**config.mk**
```make
export PLATFORM = sky130hd
export DESIGN_NAME = bds_sequencer
export DESIGN_NICKNAME = d
export VERILOG_FILES = /design/src/rtl/bds_pkg.sv /design/src/rtl/bds_classify.sv /design/src/rtl/bds_pc_unit.sv /design/src/rtl/bds_flag_unit.sv /design/src/rtl/bds_sequencer.sv
export SDC_FILE = /design/constraint.sdc
export NUM_CORES = 1
export LEC_CHECK = 0
export ABC_AREA = 1
export BUFFER_PORTS_ARGS = -buffer_cell sky130_fd_sc_hd__buf_2
export CAP_MARGIN = 15
export CORE_MARGIN = 2
export CORE_UTILIZATION = 40
export DETAILED_ROUTE_END_ITERATION = 7
export PLACE_DENSITY = 0.74
export SYNTH_ARGS = -nofsm -noshare
export SYNTH_HDL_FRONTEND = slang
export SYNTH_HIERARCHICAL = 1
export SYNTH_SLANG_ARGS = --single-unit
```
**constraint.sdc**
```tcl
create_clock -name clk -period 2.2 [get_ports clk]
set_input_delay 0.44 -clock clk [delete_from_list [all_inputs] [get_ports clk]]
set_output_delay 0.44 -clock clk [all_outputs]
set_load 0.005 [all_outputs]
```
**src/rtl/bds_pkg.sv**
```systemverilog
package bds_pkg;
  typedef enum logic [1:0] {
    EXC_NONE = 2'd0,
    EXC_TRAP = 2'd1,
    EXC_EXIT = 2'd2,
    EXC_ILL  = 2'd3
  } exc_e;

  typedef enum logic [2:0] {
    ACT_SEQ   = 3'd0,
    ACT_JUMP  = 3'd1,
    ACT_ENTER = 3'd2,
    ACT_LEAVE = 3'd3,
    ACT_TRAP  = 3'd4,
    ACT_EXIT  = 3'd5,
    ACT_ILL   = 3'd6
  } act_e;
endpackage

```
**src/rtl/bds_classify.sv**
```systemverilog
module bds_classify
  import bds_pkg::*;
(
  input  logic in_slot,
  input  logic is_branch,
  input  logic taken,
  input  logic has_slot,
  input  logic is_brk,
  input  logic is_halt,
  output act_e act
);
  always_comb begin
    if (in_slot) begin
      if (is_branch)    act = ACT_ILL;
      else if (is_halt) act = ACT_EXIT;
      else              act = ACT_LEAVE;
    end else begin
      if (is_brk)                  act = ACT_TRAP;
      else if (is_halt)            act = ACT_EXIT;
      else if (is_branch && taken) act = has_slot ? ACT_ENTER : ACT_JUMP;
      else                         act = ACT_SEQ;
    end
  end
endmodule

```
**src/rtl/bds_pc_unit.sv**
```systemverilog
module bds_pc_unit
  import bds_pkg::*;
#(
  parameter int          AW       = 32,
  parameter int          STEP     = 4,
  parameter int          LOW_BITS = 2,
  parameter logic [31:0] RESET_PC = 32'h0
) (
  input  logic          clk,
  input  logic          rst_n,
  input  logic          advance,
  input  act_e          act,
  input  logic [AW-1:0] target,
  output logic [AW-1:0] pc_o,
  output logic [AW-1:0] fetch_o
);
  localparam logic [AW-1:0] STEP_V = AW'(STEP);

  logic [AW-1:0] pc_q, tgt_q, pc_d;

  always_comb begin
    pc_d = pc_q;
    if (advance) begin
      case (act)
        ACT_SEQ, ACT_ENTER: pc_d = pc_q + STEP_V;
        ACT_JUMP:           pc_d = target;
        ACT_LEAVE:          pc_d = tgt_q;
        default:            pc_d = pc_q;
      endcase
    end
  end

  always_ff @(posedge clk or negedge rst_n) begin
    if (!rst_n) begin
      pc_q  <= RESET_PC[AW-1:0];
      tgt_q <= '0;
    end else begin
      pc_q <= pc_d;
      if (advance && act == ACT_ENTER) tgt_q <= target;
    end
  end

  assign pc_o    = pc_q;
  assign fetch_o = {pc_q[AW-1:LOW_BITS], {LOW_BITS{1'b0}}};


  seq_step_chk: assert property (@(posedge clk) disable iff (!rst_n)
    (advance && act == ACT_SEQ) |=> pc_q == $past(pc_q) + STEP_V);


  stop_hold_chk: assert property (@(posedge clk) disable iff (!rst_n)
    (advance && (act == ACT_TRAP || act == ACT_EXIT || act == ACT_ILL)) |=> $stable(pc_q));


  fetch_align_chk: assert property (@(posedge clk) disable iff (!rst_n)
    fetch_o[LOW_BITS-1:0] == '0 && fetch_o[AW-1:LOW_BITS] == pc_o[AW-1:LOW_BITS]);
endmodule

```
**src/rtl/bds_flag_unit.sv**
```systemverilog
module bds_flag_unit
  import bds_pkg::*;
(
  input  logic clk,
  input  logic rst_n,
  input  logic advance,
  input  act_e act,
  input  logic is_prefix,
  input  logic restart,
  output logic slot_o,
  output logic pfx_o,
  output exc_e exc_o
);
  logic slot_q, pfx_q;
  exc_e exc_q;

  always_ff @(posedge clk or negedge rst_n) begin
    if (!rst_n) begin
      slot_q <= 1'b0;
      pfx_q  <= 1'b0;
      exc_q  <= EXC_NONE;
    end else if (advance) begin
      slot_q <= (act == ACT_ENTER);
      case (act)
        ACT_TRAP: exc_q <= EXC_TRAP;
        ACT_EXIT: exc_q <= EXC_EXIT;
        ACT_ILL:  begin exc_q <= EXC_ILL; pfx_q <= 1'b0; end
        default:  pfx_q <= is_prefix;
      endcase
    end else if (restart && exc_q != EXC_NONE) begin
      exc_q  <= EXC_NONE;
      slot_q <= 1'b0;
    end
  end

  assign slot_o = slot_q;
  assign pfx_o  = pfx_q;
  assign exc_o  = exc_q;


  pfx_clear_chk: assert property (@(posedge clk) disable iff (!rst_n)
    (advance && !is_prefix && act != ACT_TRAP && act != ACT_EXIT) |=> !pfx_q);


  restart_clear_chk: assert property (@(posedge clk) disable iff (!rst_n)
    (restart && exc_q != EXC_NONE) |=> (exc_q == EXC_NONE && !slot_q));
endmodule

```
**src/rtl/bds_sequencer.sv**
```systemverilog
module bds_sequencer
  import bds_pkg::*;
#(
  parameter int          AW       = 32,
  parameter logic [31:0] RESET_PC = 32'h0
) (
  input  logic          clk,
  input  logic          rst_n,
  input  logic          dec_valid,
  output logic          dec_ready,
  input  logic          dec_branch,
  input  logic          dec_taken,
  input  logic          dec_slot,
  input  logic [AW-1:0] dec_target,
  input  logic          dec_brk,
  input  logic          dec_prefix,
  input  logic          dec_halt,
  input  logic          restart,
  output logic [AW-1:0] fetch_addr,
  output logic [AW-1:0] cur_pc,
  output logic          in_slot,
  output logic          prefix_active,
  output logic [1:0]    exc_code
);
  localparam int STEP     = 4;
  localparam int LOW_BITS = $clog2(STEP);

  act_e act;
  exc_e exc;
  logic accept;

  assign dec_ready = (exc == EXC_NONE);
  assign accept    = dec_valid && dec_ready;
  assign exc_code  = exc;

  bds_classify u_cls (
    .in_slot   (in_slot),
    .is_branch (dec_branch),
    .taken     (dec_taken),
    .has_slot  (dec_slot),
    .is_brk    (dec_brk),
    .is_halt   (dec_halt),
    .act       (act)
  );

  bds_pc_unit #(.AW(AW), .STEP(STEP), .LOW_BITS(LOW_BITS), .RESET_PC(RESET_PC)) u_pc (
    .clk     (clk),
    .rst_n   (rst_n),
    .advance (accept),
    .act     (act),
    .target  (dec_target),
    .pc_o    (cur_pc),
    .fetch_o (fetch_addr)
  );

  bds_flag_unit u_flg (
    .clk       (clk),
    .rst_n     (rst_n),
    .advance   (accept),
    .act       (act),
    .is_prefix (dec_prefix),
    .restart   (restart),
    .slot_o    (in_slot),
    .pfx_o     (prefix_active),
    .exc_o     (exc)
  );


  slot_branch_ill_chk: assert property (@(posedge clk) disable iff (!rst_n)
    (accept && in_slot && dec_branch) |=> exc_code == 2'd3);


  slot_one_instr_chk: assert property (@(posedge clk) disable iff (!rst_n)
    (accept && in_slot) |=> !in_slot);


  stopped_hold_chk: assert property (@(posedge clk) disable iff (!rst_n)
    (exc_code != 2'd0 && !restart) |=> ($stable(exc_code) && $stable(cur_pc) && $stable(prefix_active)));


  slot_brk_quiet_chk: assert property (@(posedge clk) disable iff (!rst_n)
    (accept && in_slot && dec_brk && !dec_branch && !dec_halt) |=> exc_code == 2'd0);
endmodule

```
==> impl_results.md <==
* Status: finished clean
* Hold crit path type: in2async
* Post-Syn Area per Cell at roughly 7.4 um^2
* Final Hold Violating Endpoints at 0
* Max-cap violations at 0
* Die Y-Extent at 107 um
* Sequential area share after synthesis at 39.9%
* Post-CTS Setup Bufs at 0
* Setup TNS at 0 ns
* Area leader, netlist: dfrtp_1
* Final Skew at 0.00659 ns
* Mapped Area at 4270 um^2
* Final HPWL DP at 7990 um
* Max stage delay cell, worst path: dfrtp_1
* Area fraction of the dominant cell type after synthesis at 39.9%
* Seq cells post-synth at 68
* Fin crit period at 1.97 ns
* DR DRC count at 0
* Area of the core at 10300 um^2
* Int Power at 0.00301 W
* Post-Synthesis Cells at approximately 580
* Buffers added on ports at 108
* Final GP Congestion at 0.916
* Area grow syn2layout at 16.0%
* Reg2reg start: u_flg/slot_o
* Root buf cell: clkbuf_8
* Synth top cells by count: nand2_1 (127), dfrtp_1 (68), inv_1 (63)
* ANT nets after route at 0
* CTS max path bufs at 2
* Initial antenna violation count at 0
* Vias in the first global route at 3478
* Predominant post-synthesis flop cell: dfrtp_1
* CP Data Arrival Time at 2.18 ns
* Average wire per standard cell at 13.8 um
* Diode count at 0
* Non-Filler Instances at roughly 800
* Leak Pwr at approximately 2.6 nW
* Initial core utilization at 41.4%
* Sw Ratio at 41.6%
* CTS tree: done
* CTS Hold Bufs at 0
* Tcrit/Tclk final at 89.4%
* Overflow after GRT at 0
* Vias per cell at 5.02
* Gr usage total at 19.3%
* Clock insertion delay at the later pin of the skew report at 0.34 ns
* Reg2Reg Depth at 11
* Net Switching at 0.00215 W
* Clock transition at path regs at 0.07 ns
* Rows at 37
* Pin count of the biggest net entering global routing at 69
* Gate power share at 40.0%
* Post-CTS sizing at 0
* R2R setup slack at 0.23 ns
* DR pass1 iterations at 7
* YS warnings at 6
* Data required time of the worst path at roughly 2.4 ns
* DP Cell Count at 780
* Die Wd at 107 um
* Setup Viol. Count Final at 0
* Max Clk Rate at 0.509 GHz
* RSZ-0062 raised after global routing: no
* Ratio of cells with drive above 1 in the final layout at 25.5%
* Synth area leaders: dfrtp_1 (40%), nand2_1 (11%), o21ai_0 (6.0%)
* Sequential Power Share at 41.1%
* Slew Viols, Final at 0
* Critical Path Fanout Max at 38
* Die ar. at about 12000 um^2
* Crit start category: register
* H-tree Lvls at 3
* Netlist cell types at 35
* DRT Wirelength at between 10000 and 15000 um
* Crit-path cells: inv_1, or2_1, o21ai_0, nand2_1, inv_2, nand2_1, inv_2, buf_12, o21ai_0, a21oi_1, a21oi_1
* Delay of the slowest critical-path stage at 0.39 ns
* CTS sink count at between 60 and 70
* DRT iter0 DRCs at 345
* Via count at 3989
* Final net count at 698
* Reg2reg end: u_pc/pc_o[22]
* WS Path Type: reg2reg
* First-pass GRT wire length at 17300 um
* P per Cell Area at roughly 1000 nW/um^2
* IO Pins at 111
* Post-synth EDFFs at 0
* Top-count cell post-synth: nand2_1
* CTS buffer count at 9
* CP endpoint kind: register
* VDD IR max at 467 uV
* Clock power frac at 19.0%
* Asr flop ratio synth at between 90% and 100%
critical path, delay by kind of cell (launching register included):
family | cells | cell delay (ns)
AO/OA/AOI/OAI | 4 | 0.57
buffers and inverters | 4 | 0.47
flip-flops | 1 | 0.39
AND/OR/NAND/NOR | 3 | 0.39
how the worst max path moves through the flow:
stage	from	end	slack, ns	cells past startpoint
floorplan	dec_branch	u_pc/tgt_q[10]	0.31	9
detailed placement	dec_branch	u_pc/tgt_q[15]	0.17	11
global route	u_flg/slot_o	u_pc/pc_o[23]	0.09	11
global placement	dec_branch	u_pc/pc_o[22]	0.20	11
CTS	u_flg/slot_o	u_pc/tgt_q[16]	0.26	10
finish	u_flg/slot_o	u_pc/pc_o[22]	0.23	11
placed cells by master, fill, tap and decap left out:
cell and count:
nand2_1 127, buf_2 108, dfrtp_1 68, inv_1 63, nor2_1 60, o21ai_0 51, a21oi_1 44, nand3_1 31
clkbuf_8 13, a22oi_1 11, nor2_4 9, nand2_2 8, nor2_2 6, buf_4 6, mux2_2 5, a211oi_1 5
xor2_1 5, buf_12 4, inv_2 4, mux2_1 4, nand3b_1 3, o211ai_1 3, a31oi_1 3, nand4_1 2
nand2_4 2, o22ai_1 2, conb_1 2, clkbuf_1 1, clkinv_2 1, or2_1 1, nand3_4 1, nor3_1 1
and2_1 1, o31ai_1 1, or2_2 1, o2bb2ai_1 1, ha_1 1
power groups by stage:
stage	logic, W	registers [W]	clock network (W)
floorplan	0.00153	0.00202	0
global placement	0.00203	0.00212	0
detailed placement	0.00206	0.00214	0
CTS	0.00207	0.00212	0.00101
global route	0.00234	0.00220	0.00106
finish	0.00206	0.00212	0.000980
cell type report:
cell class,instances,area [um^2]
fill,1018,5370
timing repair buffer,118,666
clock inverter,1,5.00
clock buffer,14,183
inverter,67,251
multi-input combinational,391,1980
tap,136,170
sequential,68,1700
flip-flops by register name (all words and copies together), names as in the netlist:
signal        flops
u_flg/slot_o      1
u_flg/pfx_o       1
u_pc/tgt_q       32
u_pc/pc_o        32
u_flg/exc_o       2
routing by layer:
metal	up-vias	share of wire [%]	track usage, %
met5	-	0	0
met4	0	1.2	6.12
met3	10	6.3	3.87
met2	147	45	27.4
met1	1852	47	29.4
li1	1980	-	-
stage by stage:
step | cell area [um^2] | setup slack, ns | util, % | total power [W] | hold WS [ns]
after global routing | 4950 | 0.0868 | 48.0 | 0.00560 | 0.123
after detailed placement | 4760 | 0.166 | 46.2 | 0.00420 | 0.472
after global placement | 4760 | 0.199 | 46.2 | 0.00414 | 0.466
after CTS | 4950 | 0.265 | 48.0 | 0.00520 | 0.114
after floorplan | 4270 | 0.309 | - | 0.00355 | 0.144
final | 4950 | 0.234 | 48.0 | 0.00516 | 0.0931
cell families after synthesis:
kind of cell	share of synthesized area, %
other cells	0.0878
buf+inv	14.0
compound gates	15.6
flops	39.9
xor+xnor	1.03
simple gates	26.8
fa+ha+maj	0.293
mux	2.37
Note: power is estimated with default switching activity, not from simulation.
